File: src/rtl/tri_wire_cfg_pkg.sv
`timescale 1ns/1ps
// Shared widths, field layout and reset values of the configuration port.
// Assumes a 17-bit frame: start bit, 13 to 14 data bits, 3-bit address tail.
package tri_wire_cfg_pkg;
    localparam int FRAME_BITS = 17;
    localparam int PAY_W      = FRAME_BITS - 1;
    localparam int ADR_W      = 3;
    localparam int M_W        = 14;
    localparam int R_W        = 11;
    localparam int CP_W       = 2;
    localparam int CTRL_W     = 13;
    localparam int CNT_W      = $clog2(FRAME_BITS + 2);

    // Member order is MSB first, so powered lands on bit 0.
    typedef struct packed {
        logic test_mode;
        logic cp_pol;
        logic test_en;
        logic turbo;
        logic div_set1;
        logic vco_byp;
        logic vco_hi;
        logic buf_half;
        logic buf_off;
        logic fm_i_only;
        logic in_cdma;
        logic active;
        logic powered;
    } ctrl_t;

    localparam logic [CTRL_W-1:0] CTRL_DEF = 13'h0B57;
    localparam logic [M_W-1:0]    M1_DEF   = 14'd10519;
    localparam logic [M_W-1:0]    M2_DEF   = 14'd4269;
    localparam logic [R_W-1:0]    R_DEF    = 11'd492;
    localparam logic [CP_W-1:0]   CP_DEF   = 2'b11;
endpackage

File: src/rtl/tri_wire_rx.sv
`timescale 1ns/1ps
// Oversamples the three serial wires and validates frames.
// Assumes the serial clock is much slower than clk; a frame is accepted
// only when armed, exactly FRAME_BITS long and its start bit is 1.
module tri_wire_rx
    import tri_wire_cfg_pkg::*;
#(
    parameter int SYNC_STAGES = 2
) (
    input  logic             clk,
    input  logic             rst_n,
    input  logic             hw_on,
    input  logic             sclk,
    input  logic             sdata,
    input  logic             sen_n,
    output logic             frame_vld,
    output logic [PAY_W-1:0] payload
);
    localparam logic [CNT_W-1:0] CNT_FULL = CNT_W'(FRAME_BITS);
    localparam logic [CNT_W-1:0] CNT_MAX  = CNT_W'(FRAME_BITS + 1);

    logic [SYNC_STAGES-1:0] sclk_sy, sdata_sy, sen_sy;
    logic                   sclk_d, sen_d;
    logic                   armed, open_q;
    logic [CNT_W-1:0]       cnt;
    logic [FRAME_BITS-1:0]  shreg;

    logic sclk_r, sdata_r, sen_r, sclk_rise, sen_rise, sen_fall;
    assign sclk_r    = sclk_sy[SYNC_STAGES-1];
    assign sdata_r   = sdata_sy[SYNC_STAGES-1];
    assign sen_r     = sen_sy[SYNC_STAGES-1];
    assign sclk_rise = sclk_r & ~sclk_d;
    assign sen_rise  = sen_r & ~sen_d;
    assign sen_fall  = ~sen_r & sen_d;
    assign payload   = shreg[PAY_W-1:0];

    // Synchroniser chains and edge-detect history; enable idles high.
    always_ff @(posedge clk) begin
        if (!rst_n || !hw_on) begin
            sclk_sy  <= '0;
            sdata_sy <= '0;
            sen_sy   <= '1;
            sclk_d   <= 1'b0;
            sen_d    <= 1'b1;
        end else begin
            sclk_sy  <= {sclk_sy[SYNC_STAGES-2:0], sclk};
            sdata_sy <= {sdata_sy[SYNC_STAGES-2:0], sdata};
            sen_sy   <= {sen_sy[SYNC_STAGES-2:0], sen_n};
            sclk_d   <= sclk_r;
            sen_d    <= sen_r;
        end
    end

    // Arming, bit shifting, counting and frame validation.
    always_ff @(posedge clk) begin
        if (!rst_n || !hw_on) begin
            armed     <= 1'b0;
            open_q    <= 1'b0;
            cnt       <= '0;
            shreg     <= '0;
            frame_vld <= 1'b0;
        end else begin
            frame_vld <= 1'b0;
            if (sen_r && sclk_rise) armed <= 1'b1;
            if (sen_fall) begin
                open_q <= armed;
                armed  <= 1'b0;
                cnt    <= '0;
            end else if (!sen_r && sclk_rise && cnt != CNT_MAX) begin
                shreg <= {shreg[FRAME_BITS-2:0], sdata_r};
                cnt   <= cnt + 1'b1;
            end
            if (sen_rise) begin
                frame_vld <= open_q && (cnt == CNT_FULL) && shreg[FRAME_BITS-1];
                open_q    <= 1'b0;
            end
        end
    end

    p_cnt_bound_r6: assert property (@(posedge clk) disable iff (!rst_n)
        cnt <= CNT_MAX);
    p_load_en_high_r2: assert property (@(posedge clk) disable iff (!rst_n)
        frame_vld |-> sen_r);
    p_load_single_r2: assert property (@(posedge clk) disable iff (!rst_n)
        frame_vld |=> !frame_vld);
endmodule

File: src/rtl/tri_wire_regs.sv
`timescale 1ns/1ps
// Address decode and storage of divider, pump and control registers,
// plus the turbo start qualifier. Assumes frame_vld is a one-cycle strobe.
module tri_wire_regs
    import tri_wire_cfg_pkg::*;
(
    input  logic             clk,
    input  logic             rst_n,
    input  logic             hw_on,
    input  logic             frame_vld,
    input  logic [PAY_W-1:0] payload,
    output ctrl_t            ctrl_q,
    output logic [M_W-1:0]   m1_q,
    output logic [M_W-1:0]   m2_q,
    output logic [R_W-1:0]   r1_q,
    output logic [R_W-1:0]   r2_q,
    output logic [CP_W-1:0]  cp1_q,
    output logic [CP_W-1:0]  cp2_q,
    output logic             turbo_q
);
    logic [ADR_W-1:0]  adr;
    logic [M_W-1:0]    f_m;
    logic [R_W-1:0]    f_r;
    logic [CP_W-1:0]   f_cp;
    ctrl_t             f_ctrl;
    logic              div_since;

    assign adr    = payload[ADR_W-1:0];
    assign f_m    = payload[PAY_W-1 -: M_W];
    assign f_r    = payload[ADR_W +: R_W];
    assign f_cp   = payload[PAY_W-1 -: CP_W];
    assign f_ctrl = ctrl_t'(payload[PAY_W-1 -: CTRL_W]);

    // Register writes by address; divider writes arm the turbo qualifier.
    always_ff @(posedge clk) begin
        if (!rst_n || !hw_on) begin
            ctrl_q    <= ctrl_t'(CTRL_DEF);
            m1_q      <= M1_DEF;
            m2_q      <= M2_DEF;
            r1_q      <= R_DEF;
            r2_q      <= R_DEF;
            cp1_q     <= CP_DEF;
            cp2_q     <= CP_DEF;
            div_since <= 1'b0;
            turbo_q   <= 1'b0;
        end else begin
            turbo_q <= 1'b0;
            if (frame_vld) begin
                casez (adr)
                    3'b?00: begin m1_q <= f_m; div_since <= 1'b1; end
                    3'b?01: begin m2_q <= f_m; div_since <= 1'b1; end
                    3'b010: begin r1_q <= f_r; cp1_q <= f_cp; div_since <= 1'b1; end
                    3'b011: begin r2_q <= f_r; cp2_q <= f_cp; div_since <= 1'b1; end
                    3'b110: begin
                        ctrl_q    <= f_ctrl;
                        turbo_q   <= f_ctrl.turbo & div_since;
                        div_since <= 1'b0;
                    end
                    default: ;
                endcase
            end
        end
    end

    p_hw_clear_r10: assert property (@(posedge clk) disable iff (!rst_n)
        !hw_on |=> (ctrl_q == ctrl_t'(CTRL_DEF) && m1_q == M1_DEF && m2_q == M2_DEF));
    p_hold_no_frame_r5: assert property (@(posedge clk) disable iff (!rst_n)
        (!frame_vld && hw_on) |=> ($stable(ctrl_q) && $stable(m1_q) && $stable(m2_q)
                                   && $stable(r1_q) && $stable(r2_q)));
    p_turbo_bit_r12: assert property (@(posedge clk) disable iff (!rst_n)
        turbo_q |-> ctrl_q.turbo);
endmodule

File: src/rtl/tri_wire_mode.sv
`timescale 1ns/1ps
// Resolves effective selects from register bits and the tri-level mode
// pin, picks the active divider set and derives power states.
module tri_wire_mode
    import tri_wire_cfg_pkg::*;
(
    input  logic            clk,
    input  logic            rst_n,
    input  logic            hw_on,
    input  logic            mode_drv,
    input  logic            mode_lvl,
    input  logic            reg_vco_hi,
    input  logic            reg_div_set1,
    input  logic            reg_in_cdma,
    input  logic            reg_powered,
    input  logic            reg_active,
    input  logic [M_W-1:0]  m1,
    input  logic [M_W-1:0]  m2,
    input  logic [R_W-1:0]  r1,
    input  logic [R_W-1:0]  r2,
    input  logic [CP_W-1:0] cp1,
    input  logic [CP_W-1:0] cp2,
    output logic            vco_hi,
    output logic            div_set1,
    output logic            in_cdma,
    output logic [M_W-1:0]  m_eff,
    output logic [R_W-1:0]  r_eff,
    output logic [CP_W-1:0] cp_eff,
    output logic            chip_on,
    output logic            path_on
);
    // Pin override of the three selects, then divider-set mux and power.
    always_comb begin
        vco_hi   = mode_drv ? mode_lvl : reg_vco_hi;
        div_set1 = mode_drv ? mode_lvl : reg_div_set1;
        in_cdma  = mode_drv ? mode_lvl : reg_in_cdma;
        m_eff    = div_set1 ? m1  : m2;
        r_eff    = div_set1 ? r1  : r2;
        cp_eff   = div_set1 ? cp1 : cp2;
        chip_on  = hw_on & reg_powered;
        path_on  = chip_on & reg_active;
    end

    p_pin_force_r8: assert property (@(posedge clk) disable iff (!rst_n)
        mode_drv |-> (vco_hi == mode_lvl && div_set1 == mode_lvl && in_cdma == mode_lvl));
    p_path_needs_chip_r11: assert property (@(posedge clk) disable iff (!rst_n)
        path_on |-> chip_on);
    p_hw_off_r10: assert property (@(posedge clk) disable iff (!rst_n)
        !hw_on |-> !chip_on);
endmodule

File: src/rtl/tri_wire_cfg.sv
`timescale 1ns/1ps
// Top of the three-wire configuration port: serial receiver, register
// file and mode resolution. Assumes hw_shdn_n_i is synchronous to clk.
module tri_wire_cfg
    import tri_wire_cfg_pkg::*;
#(
    parameter int SYNC_STAGES = 2
) (
    input  logic         clk,
    input  logic         rst_n,
    input  logic         hw_shdn_n_i,
    input  logic         sclk_i,
    input  logic         sdata_i,
    input  logic         sen_n_i,
    input  logic         mode_drv_i,
    input  logic         mode_lvl_i,
    output logic [12:0]  ctrl_o,
    output logic [13:0]  m1_o,
    output logic [13:0]  m2_o,
    output logic [10:0]  r1_o,
    output logic [10:0]  r2_o,
    output logic [1:0]   cp1_o,
    output logic [1:0]   cp2_o,
    output logic [13:0]  m_eff_o,
    output logic [10:0]  r_eff_o,
    output logic [1:0]   cp_eff_o,
    output logic         vco_hi_o,
    output logic         div_set1_o,
    output logic         in_cdma_o,
    output logic         fm_i_only_o,
    output logic         vco_bypass_o,
    output logic         lo_buf_on_o,
    output logic         lo_half_o,
    output logic         cp_pol_o,
    output logic         chip_on_o,
    output logic         path_on_o,
    output logic         turbo_start_o
);
    logic             frame_vld;
    logic [PAY_W-1:0] payload;
    ctrl_t            ctrl_q;

    tri_wire_rx #(.SYNC_STAGES(SYNC_STAGES)) rx_i (
        .clk(clk), .rst_n(rst_n), .hw_on(hw_shdn_n_i),
        .sclk(sclk_i), .sdata(sdata_i), .sen_n(sen_n_i),
        .frame_vld(frame_vld), .payload(payload)
    );

    tri_wire_regs regs_i (
        .clk(clk), .rst_n(rst_n), .hw_on(hw_shdn_n_i),
        .frame_vld(frame_vld), .payload(payload),
        .ctrl_q(ctrl_q), .m1_q(m1_o), .m2_q(m2_o), .r1_q(r1_o), .r2_q(r2_o),
        .cp1_q(cp1_o), .cp2_q(cp2_o), .turbo_q(turbo_start_o)
    );

    tri_wire_mode mode_i (
        .clk(clk), .rst_n(rst_n), .hw_on(hw_shdn_n_i),
        .mode_drv(mode_drv_i), .mode_lvl(mode_lvl_i),
        .reg_vco_hi(ctrl_q.vco_hi), .reg_div_set1(ctrl_q.div_set1),
        .reg_in_cdma(ctrl_q.in_cdma), .reg_powered(ctrl_q.powered),
        .reg_active(ctrl_q.active),
        .m1(m1_o), .m2(m2_o), .r1(r1_o), .r2(r2_o), .cp1(cp1_o), .cp2(cp2_o),
        .vco_hi(vco_hi_o), .div_set1(div_set1_o), .in_cdma(in_cdma_o),
        .m_eff(m_eff_o), .r_eff(r_eff_o), .cp_eff(cp_eff_o),
        .chip_on(chip_on_o), .path_on(path_on_o)
    );

    assign ctrl_o       = ctrl_q;
    assign fm_i_only_o  = ctrl_q.fm_i_only;
    assign vco_bypass_o = ctrl_q.vco_byp;
    assign lo_buf_on_o  = chip_on_o & ~ctrl_q.buf_off;
    assign lo_half_o    = ctrl_q.buf_half;
    assign cp_pol_o     = ctrl_q.cp_pol;
endmodule

File: config.mk
export PLATFORM = sky130hd
export DESIGN_NAME = tri_wire_cfg
export DESIGN_NICKNAME = d
export VERILOG_FILES = /design/src/rtl/tri_wire_cfg_pkg.sv /design/src/rtl/tri_wire_rx.sv /design/src/rtl/tri_wire_regs.sv /design/src/rtl/tri_wire_mode.sv /design/src/rtl/tri_wire_cfg.sv
export SDC_FILE = /design/constraint.sdc
export NUM_CORES = 1
export LEC_CHECK = 0
export ABC_AREA = 1
export ABC_CLOCK_PERIOD_IN_PS = 2100
export CORE_UTILIZATION = 50
export DETAILED_ROUTE_END_ITERATION = 7
export DONT_BUFFER_PORTS = 1
export HOLD_SLACK_MARGIN = 0.03
export PLACE_DENSITY = 0.76
export SETUP_SLACK_MARGIN = 0.2
export SKIP_CTS_REPAIR_TIMING = 1
export SLEW_MARGIN = 20
export SYNTH_ARGS = -nofsm -noshare
export SYNTH_HDL_FRONTEND = slang
export SYNTH_SLANG_ARGS = --single-unit
export TNS_END_PERCENT = 1
File: constraint.sdc
create_clock -name clk -period 2.1 [get_ports clk]
set_input_delay 0.105 -clock clk [delete_from_list [all_inputs] [get_ports clk]]
set_output_delay 0.105 -clock clk [all_outputs]
set_load 0.03 [all_outputs]
==> results.md, run 1 <==
- Crit Path Max Fanout: 13
- CTS tree: yes
- Synth top area share: 45.7%
- Clk pin slew, worst setup/hold paths: 0.09 ns
- Post-route core utilization: a little under three fifths
- GR Overflow Total: 0
- Initial antenna violation count: 0
- Clock sink count: between 100 and 150
- Highest clock rate: between 500 and 600 MHz
- Worst skew pair latency: roughly 0.38 ns
- Rows: 34
- Syn Nets: about 580
- Minimum clock period: about 1.8 ns
- Synth-to-layout area growth: 9.36%
- H-tree Lvls: 3
- CP Data Required Time: ~2 ns
- CP Capture Type: primary output
- Layout Nets: 593
- Final WL: about 10 mm
- #FFs+latches synth: 102
- Pin count of the biggest net entering global routing: 88
- Core area: 0.00868 mm2
- Fin. max-slew vios: 0
- Power Dens Cells: 704 mW/mm2
- DRC: 0
- Vias: roughly 3,700
- Clock buffer count from CTS: 9
- Vias in the first global route: 3,202
- First-pass GRT wire length: 15.1 mm
- GRT Util Overall: 21.3%
- Lkg Pwr: between 2 and 2.5 nW
- Crit start category: flop
- CP Cell Sequence: inv_2, o21ai_4, buf_12, clkbuf_16, nand2_1, o21ai_0, buf_4
- Die X: approximately 97 um
- Port Buffers: 0
- Setup ws final: approximately 0.28 ns
- # diodes: 0
- DP Worst Slack: approximately 0.55 ns
- Top-level port count: approximately 110
- Unrepaired setup endpoints after global routing: no
- Longest Clk Path Bufs: 2
- Die area: approximately 0.0093 mm2
- Max-Slew Margin vs Limit: between 50% and 60%
- Peak VDD IR: ~0.49 mV
- Distinct cells, synth: 29
- Slew @ Worst Pin: about 0.63 ns
- CP bufs+invs: 4
- CTS Root Cell: clkbuf_8
- Share of post-route cells with drive strength above 1: approximately 16%
- Skew final: 0.0129 ns
- Routability cong.: about 0.84
- Die Y: 96.5 um
- Setup TNS: 0 ns
- Critical path data arrival time: between 1.5 and 2 ns
- # setup viols final: 0
- Fillers: a little over 800
- Post-DP HPWL: between 6 and 7 mm
- Avg Vias per Cell: between 5 and 6
- Cell taking the most area after synthesis: dfxtp_1
- Most common cell after layout, fill and taps aside: nand2_1
- Cell area after synthesis: roughly 0.0045 mm2
- Drt wl/cell: 14.7 um
- Hold WC Path Type: in -> reg
- DRT antenna net count: 0
- Gate Count Post-Synth: 573
- Status: finished clean
- DRT Pass-1 Iters: 5
- Worst stage delay on the critical path: 0.42 ns
- Most frequent cells in the layout: nand2_1 (127), dfxtp_1 (101), inv_1 (83)
- Iteration-0 DRC Markers: between 200 and 300
- Critical path type: reg -> out
- Final period utilization: between 80% and 90%
- Cell family with most CP delay: buffers and inverters
- Final hold vios: 0
- Register area share after synthesis: 45.7%
- Initial core utilization: between 50% and 60%
- Area contributors post-synth: dfxtp_1 (46%), nand2_1 (11%), inv_1 (7.1%)
- Max Cap Viol: 0
- Avg Cell Area, Syn: roughly 8 um2
- Yosys Warn Count: 0
- Crit-path slowest cell: dfxtp_4
[power breakdown]
part           leakage (nW)  internal (mW)  switching (mW)  total (mW)
Combinational          1.35         0.0812           0.152       0.233
Sequential            0.823           1.93         0.00137        1.94
Clock                 0.103          0.590           0.679        1.27
[per-stage QoR]
stage	cells	power [mW]	hold WS, ns	instance area, um2
after floorplan	573	2.13	0.212	4470
after global placement	673	2.18	0.216	4570
after detailed placement	673	2.19	0.217	4570
after CTS	689	3.44	-0.177	4780
after global routing	695	3.57	0.165	4880
final	695	3.44	0.121	4880
[layer usage]
metal | GRT usage, % | wire [um] | vias to the layer above
li1 | - | - | 1850
met1 | 25.1 | 4140 | 1675
met4 | 7.48 | 246 | 0
met5 | 0 | 0 | -
met2 | 36.2 | 5010 | 142
met3 | 6.96 | 834 | 20
[registers in the layout (all words and copies together) (netlist names)]
signal / count
regs_i.r1_q: 11
rx_i.open_q: 1
regs_i.turbo_q: 1
rx_i.sdata_sy: 2
rx_i.shreg: 17
rx_i.armed: 1
rx_i.sclk_d: 1
regs_i.m1_q: 14
regs_i.div_since: 1
regs_i.m2_q: 14
regs_i.cp2_q: 2
regs_i.ctrl_q: 13
regs_i.r2_q: 11
rx_i.sen_sy: 2
rx_i.sclk_sy: 2
rx_i.cnt: 5
rx_i.frame_vld: 1
regs_i.cp1_q: 2
rx_i.sen_d: 1
[cells in the mapped netlist]
| cell | instances |
|---|---|
| nand2_1 | 127 |
| dfxtp_1 | 102 |
| inv_1 | 85 |
| o21ai_0 | 52 |
| nor2_1 | 39 |
| a21oi_1 | 31 |
| o211ai_1 | 22 |
| nand4_1 | 20 |
| o211ai_2 | 15 |
| buf_4 | 13 |
| buf_2 | 12 |
| buf_6 | 10 |
| nand2_2 | 6 |
| o21ai_1 | 5 |
| clkbuf_1 | 4 |
| nand3_1 | 4 |
| o21ai_2 | 4 |
| ha_1 | 3 |
| inv_2 | 3 |
| nand3_2 | 3 |
| nor2_4 | 3 |
| nor2_2 | 2 |
| or2_2 | 2 |
| a31oi_1 | 1 |
| buf_8 | 1 |
| clkbuf_4 | 1 |
| nor3_1 | 1 |
| nor4_1 | 1 |
| o21a_1 | 1 |
[worst register-to-register path: stages, from the launching register on]
cell	delay [ns]
dfxtp_1	0.43
inv_1	0.08
ha_1	0.20
nand2_1	0.08
inv_1	0.05
nand2_2	0.06
nand3_2	0.30
nand2_1	0.18
inv_1	0.05
nor2_1	0.09
[layout make-up]
type	instances	area, um2	share of cell area, %
Tap cell	108	135	2.77
Multi-Input combinational cell	342	1790	36.7
Sequential cell	102	2050	41.9
Inverter	88	330	6.76
Clock inverter	6	68.8	1.41
Timing Repair Buffer	39	373	7.64
Clock buffer	10	138	2.82
[path summary, 6_finish.rpt]
path	to	slack, ns	from	depth (start not counted)
max	m_eff_o[3]	0.28	regs_i.ctrl_q[8]	7
min	rx_i.sclk_d	0.12	hw_shdn_n_i	2
max reg2reg	rx_i.shreg[4]	0.53	rx_i.cnt[0]	9
min reg2reg	rx_i.sdata_sy[1]	0.42	rx_i.sdata_sy[0]	2
[logic make-up after synthesis]
family | Yosys count | share of synthesized area, %
AND/OR/NAND/NOR | 208 | 20.3
adder cells (fa/ha/maj) | 3 | 0.841
flip-flops | 102 | 45.7
buffers and inverters | 129 | 14.3
AO/OA/AOI/OAI | 131 | 18.9
Note: power is estimated with default switching activity, not from simulation.
==> run 2: changes to the inputs <==
- CORE_MARGIN: not set -> 5
==> run 2 against run 1 <==
  * Worst hold slack improved by 0.021 ns
  * Global-route usage shrank 1.7 points
  * First-iteration DRC count fell by 5.5%
  * Critical endpoint is now m_eff_o[8]
==> results.md, run 2 (synthesis results as in run 1) <==
- Layout Nets: between 500 and 600
- Iteration-0 DRC Markers: about 240
- Final hold vios: 0
- DRT Pass-1 Iters: 5
- CTS tree: yes
- Hold WC Path Type: in -> reg
- Critical path type: reg -> out
- Largest register FFs: 17
- GRT Util Overall: about a fifth
- DP Worst Slack: 0.552 ns
- CTS Root Cell: clkbuf_8
- Setup TNS: 0 ns
- CP Cell Sequence: buf_6, inv_1, o21ai_4, buf_12, clkbuf_16, nand2_1, o21ai_0, buf_4
- Largest registers: rx_i.shreg (17), regs_i.m1_q (14), regs_i.m2_q (14)
- Clock buffer count from CTS: 9
- Slew @ Worst Pin: 0.616 ns
- Minimum clock period: around 1.9 ns
- Highest clock rate: around 540 MHz
- Peak VDD IR: 0.645 mV
- Psw: roughly 850 uW
- Post-DP HPWL: about 7.6 mm
- R2R Setup Slk: roughly 0.5 ns
- Worst skew pair latency: about 0.37 ns
- Worst stage delay on the critical path: 0.34 ns
- Final WL: around 11 mm
- Most common cell after layout, fill and taps aside: nand2_1
- Status: finished clean
- Biggest register: rx_i.shreg
- First-pass GRT wire length: 17.9 mm
- Pin count of the biggest net entering global routing: 56
- CP Capture Type: primary output
- FF-to-FF Start: rx_i.cnt[0]
- Seq pwr share: between 50% and 60%
- Die X: 105 um
- Comb pwr share: between 7 and 8%
- Rows: 34
- Minimum hold slack: around 0.14 ns
- Avg Vias per Cell: 5.37
- Setup ws final: between 0.2 and 0.25 ns
- Max Cap Viol: 0
- Top-level port count: around 110
- Critical path data arrival time: roughly 1.8 ns
- Vias in the first global route: between 3,000 and 4,000
- Routability cong.: a little under 0.9
- R2R cell count: 9
- Int Power: about 2.7 mW
- Die Y: 105 um
- Sw Ratio: about a quarter
- Port Buffers: 0
- Crit start category: flop
- Clock sink count: roughly 100
- Clock share of power: between 30% and 40%
- Hold wc startpoint: hw_shdn_n_i
- # setup viols final: 0
- Final period utilization: 88.8%
- Fin cells: 701
- Critical R2R Capture: rx_i.shreg[14]
- Clk pin slew, worst setup/hold paths: 0.09 ns
- Dpl cells: a little under 700
- Unrepaired setup endpoints after global routing: yes
- DRC: 0
- Longest Clk Path Bufs: 2
- Hold Path End: rx_i.sclk_sy[1]
- Initial antenna violation count: 0
- Skew final: 0.00934 ns
- Max-Slew Margin vs Limit: between 50 and 60%
- DRT antenna net count: 0
- Lkg Pwr: approximately 2.3 nW
- WHS Path Cells: 2
- Core area: roughly 0.0087 mm2
- Post-route core utilization: between 50 and 60%
- GR Overflow Total: 0
- Die area: 0.0109 mm2
- Fin. max-slew vios: 0
- Initial core utilization: roughly 51%
- Crit-path slowest cell: dfxtp_1
- Most frequent cells in the layout: nand2_1 (127), dfxtp_1 (102), inv_1 (84)
- Vias: around 3,800
- Power Dens Cells: approximately 710 mW/mm2
- Drt wl/cell: ~16 um
- # diodes: 0
- Crit Path Max Fanout: 26
- CP Data Required Time: about 2.0 ns
- H-tree Lvls: 3
- Synth-to-layout area growth: 11.8%
- Share of post-route cells with drive strength above 1: roughly 16%
[run 2: cell count changes in the layout (fill, tap and decap cells not counted), moves of 2 or more]
| cell | delta |
|---|---|
| o21ai_0 | -6 |
| o21ai_1 | +5 |
| buf_4 | +2 |
| clkbuf_16 | +2 |
| clkinv_4 | -2 |
[run 2: final cells by class]
cell class | instances | area [um2]
fill | 746 | 3730
inverter | 88 | 330
sequential | 102 | 2040
clock buffer | 10 | 128
timing repair buffer | 45 | 469
tap | 108 | 135
clock inverter | 6 | 92.6
multi-input combinational | 342 | 1800
[run 2: per-layer routing]
metal | global-route usage [%] | share of wire [%] | vias to the layer above
met1 | 24.0 | 41 | 1737
li1 | - | - | 1860
met4 | 5.74 | 1.5 | 0
met5 | 0 | 0 | -
met2 | 32.5 | 49 | 151
met3 | 7.14 | 8.3 | 15
[run 2: power by group through the flow]
stage | Clock [mW] | Sequential [mW] | Combinational (mW)
floorplan | 0 | 1.98 | 0.147
global placement | 0 | 1.98 | 0.210
detailed placement | 0 | 1.98 | 0.214
CTS | 1.40 | 1.94 | 0.214
global route | 1.48 | 1.94 | 0.278
finish | 1.37 | 1.94 | 0.260
[run 2: worst max path at each step]
stage	endpoint	slack, ns	start
after global routing	m_eff_o[8]	0.15	regs_i.ctrl_q[8]
after floorplan	cp_eff_o[0]	0.61	regs_i.ctrl_q[8]
after global placement	rx_i.shreg[9]	0.65	rx_i.cnt[0]
final	m_eff_o[8]	0.24	regs_i.ctrl_q[8]
after detailed placement	rx_i.shreg[14]	0.55	rx_i.cnt[0]
after CTS	m_eff_o[0]	0.23	regs_i.ctrl_q[8]
[run 2: critical path, delay by kind of cell, from the launching register on]
kind / cells / cell delay (ns)
buffers and inverters: 5 / 0.74
AND/OR/NAND/NOR: 1 / 0.05
AO/OA/AOI/OAI: 2 / 0.25
flip-flops: 1 / 0.34
[run 2: stage by stage]
step	total power, mW	instance area [um2]
floorplan	2.13	4470
global placement	2.19	4620
detailed placement	2.20	4620
CTS	3.55	4840
global route	3.70	4990
finish	3.57	4990
==> run 3: changes to the inputs <==
- GPL_TIMING_DRIVEN: not set -> 0
==> run 3 against run 2 <==
  * Die area unchanged
  * Combinational power decreased by 17%
  * Critical path depth decreased by 4
  * Fmax increased by 1.7%
  * Register-to-register slack improved by 0.02 ns
  * Sequential share of layout area increased by 0.46 points
  * Worst setup slack improved by 0.031 ns
  * Sequential power about the same
  * Largest power group unchanged
  * Clock power decreased by 13%
  * Worst hold slack improved by 0.069 ns
  * Utilization decreased by 0.63 points
  * Via count increased by 3.1%
==> results.md, run 3 (synthesis results as in run 1) <==
- Longest Clk Path Bufs: 2
- Most frequent cells in the layout: nand2_1 (127), dfxtp_1 (102), inv_1 (85)
- Clk pin slew, worst setup/hold paths: ~0.11 ns
- Total power: between 3 and 4 mW
- H-tree Lvls: 3
- Top-level port count: 113
- Comb pwr share: roughly 6.5%
- Critical path type: reg -> out
- Max Cap Viol: 0
- Fin. max-slew vios: 0
- Final hold vios: 0
- Peak VDD IR: a little under 0.6 mV
- Rows: 34
- # setup viols final: 0
- Drt wl/cell: roughly 17 um
- First-pass GRT wire length: 19.2 mm
- Die Y: approximately 100 um
- Unrepaired setup endpoints after global routing: yes
- Routability cong.: about 0.83
- Int Power: 2.47 mW
- Clock buffer count from CTS: 9
- FF-to-FF Start: rx_i.cnt[0]
- Post-route core utilization: between 50 and 60%
- Share of post-route cells with drive strength above 1: between 10% and 20%
- Sw Ratio: a little over a quarter
- Final period utilization: just under 90%
- Most common cell after layout, fill and taps aside: nand2_1
- Hold wc startpoint: hw_shdn_n_i
- Iteration-0 DRC Markers: approximately 260
- Max-Slew Margin vs Limit: 37.6%
- Status: finished clean
- Critical path data arrival time: 1.73 ns
- Power Dens Cells: 678 mW/mm2
- CTS tree: yes
- Core area: 0.00872 mm2
- DRT antenna net count: 0
- Clock share of power: between 30% and 40%
- Worst skew pair latency: ~0.37 ns
- Clock sink count: 102
- Biggest register: rx_i.shreg
- Seq pwr share: 57.9%
- CP Capture Type: primary output
- Port Buffers: 0
- Largest registers: rx_i.shreg (17), regs_i.m1_q (14), regs_i.m2_q (14)
- Largest register FFs: 17
- Synth-to-layout area growth: 10.6%
- Fillers: between 800 and 900
- Vias: about 3,900
- Skew final: approximately 0.016 ns
- Vias in the first global route: between 3,000 and 4,000
- Post-DP HPWL: slightly below 9 mm
- GRT Util Overall: a little over a fifth
- Minimum clock period: approximately 1.8 ns
- CP Data Required Time: 2.00 ns
- Avg Vias per Cell: roughly 5.5
- # diodes: 0
- DRT Pass-1 Iters: 5
- Final WL: between 10 and 15 mm
- CTS Root Cell: clkbuf_8
- R2R Setup Slk: between 0.5 and 0.6 ns
- Psw: ~880 uW
- Lkg Pwr: around 2.3 nW
- Die X: about 100 um
- GR Overflow Total: 0
- Die area: ~0.011 mm2
- Slew @ Worst Pin: between 0.9 and 1 ns
- Worst setup startpoint: regs_i.ctrl_q[8]
- Highest clock rate: about 550 MHz
- Crit start category: flop
- Pin count of the biggest net entering global routing: 19
- DRC: 0
- Initial antenna violation count: 0
- Layout Nets: 600
- Crit Path Max Fanout: 10
- Initial core utilization: 51.2%
- Hold WC Path Type: in -> reg
## run 3: changes by cell type in the layout (fill, tap and decap cells not counted), sizes merged
cell      delta
clkinvlp     -1
clkbuf       +2
bufinv       -2
clkinv       +3
buf          -1
## run 3: path summary, 6_finish.rpt
check,end,cells after the start
setup / recovery,m_eff_o[6],4
hold reg to reg,rx_i.sdata_sy[1],2
hold / removal,regs_i.r1_q[3],4
setup reg to reg,rx_i.shreg[16],10
## run 3: power by group through the flow
| stage | clock (mW) | combinational, mW | sequential [mW] |
|---|---|---|---|
| floorplan | 0 | 0.147 | 1.98 |
| global placement | 0 | 0.186 | 1.98 |
| detailed placement | 0 | 0.188 | 1.98 |
| CTS | 1.21 | 0.189 | 1.94 |
| global route | 1.30 | 0.233 | 1.94 |
| finish | 1.19 | 0.216 | 1.94 |
## run 3: cell type report
cell class	instances	area, um2	share of cell area, %
sequential	102	2040	41.3
multi-input combinational	342	1880	38.0
inverter	88	330	6.69
buffer	41	319	6.46
clock buffer	10	138	2.79
tap	108	135	2.74
clock inverter	6	53.8	1.09
timing repair buffer	5	45.0	0.912
## run 3: metrics by stage
| stage | setup WS [ns] | cell area, um2 | hold WS [ns] | setup TNS, ns | cells |
|---|---|---|---|---|---|
| 2_1_floorplan | 0.611 | 4470 | 0.212 | 0 | 573 |
| 3_3_place_gp | 0.244 | 4600 | 0.213 | 0 | 681 |
| 3_5_place_dp | 0.239 | 4600 | 0.215 | 0 | 681 |
| 4_1_cts | -0.180 | 4790 | -0.173 | -2.93 | 697 |
| 5_1_grt | 0.169 | 4940 | 0.253 | 0 | 702 |
| 6_report | 0.267 | 4940 | 0.212 | 0 | 702 |
## run 3: per-layer routing
metal | part of all wire [%] | vias to the layer above | global-route usage (%)
met4 | 1.5 | 0 | 5.55
li1 | - | 1864 | -
met2 | 48 | 180 | 35.8
met3 | 9.3 | 17 | 7.01
met1 | 41 | 1819 | 26.6
met5 | 0 | - | 0
## run 3: critical path: stages, from the launching register on
cell     delay (ns)
dfxtp_1        0.36
inv_1          0.07
o21ai_4        0.31
buf_2          0.40
o21ai_2        0.20
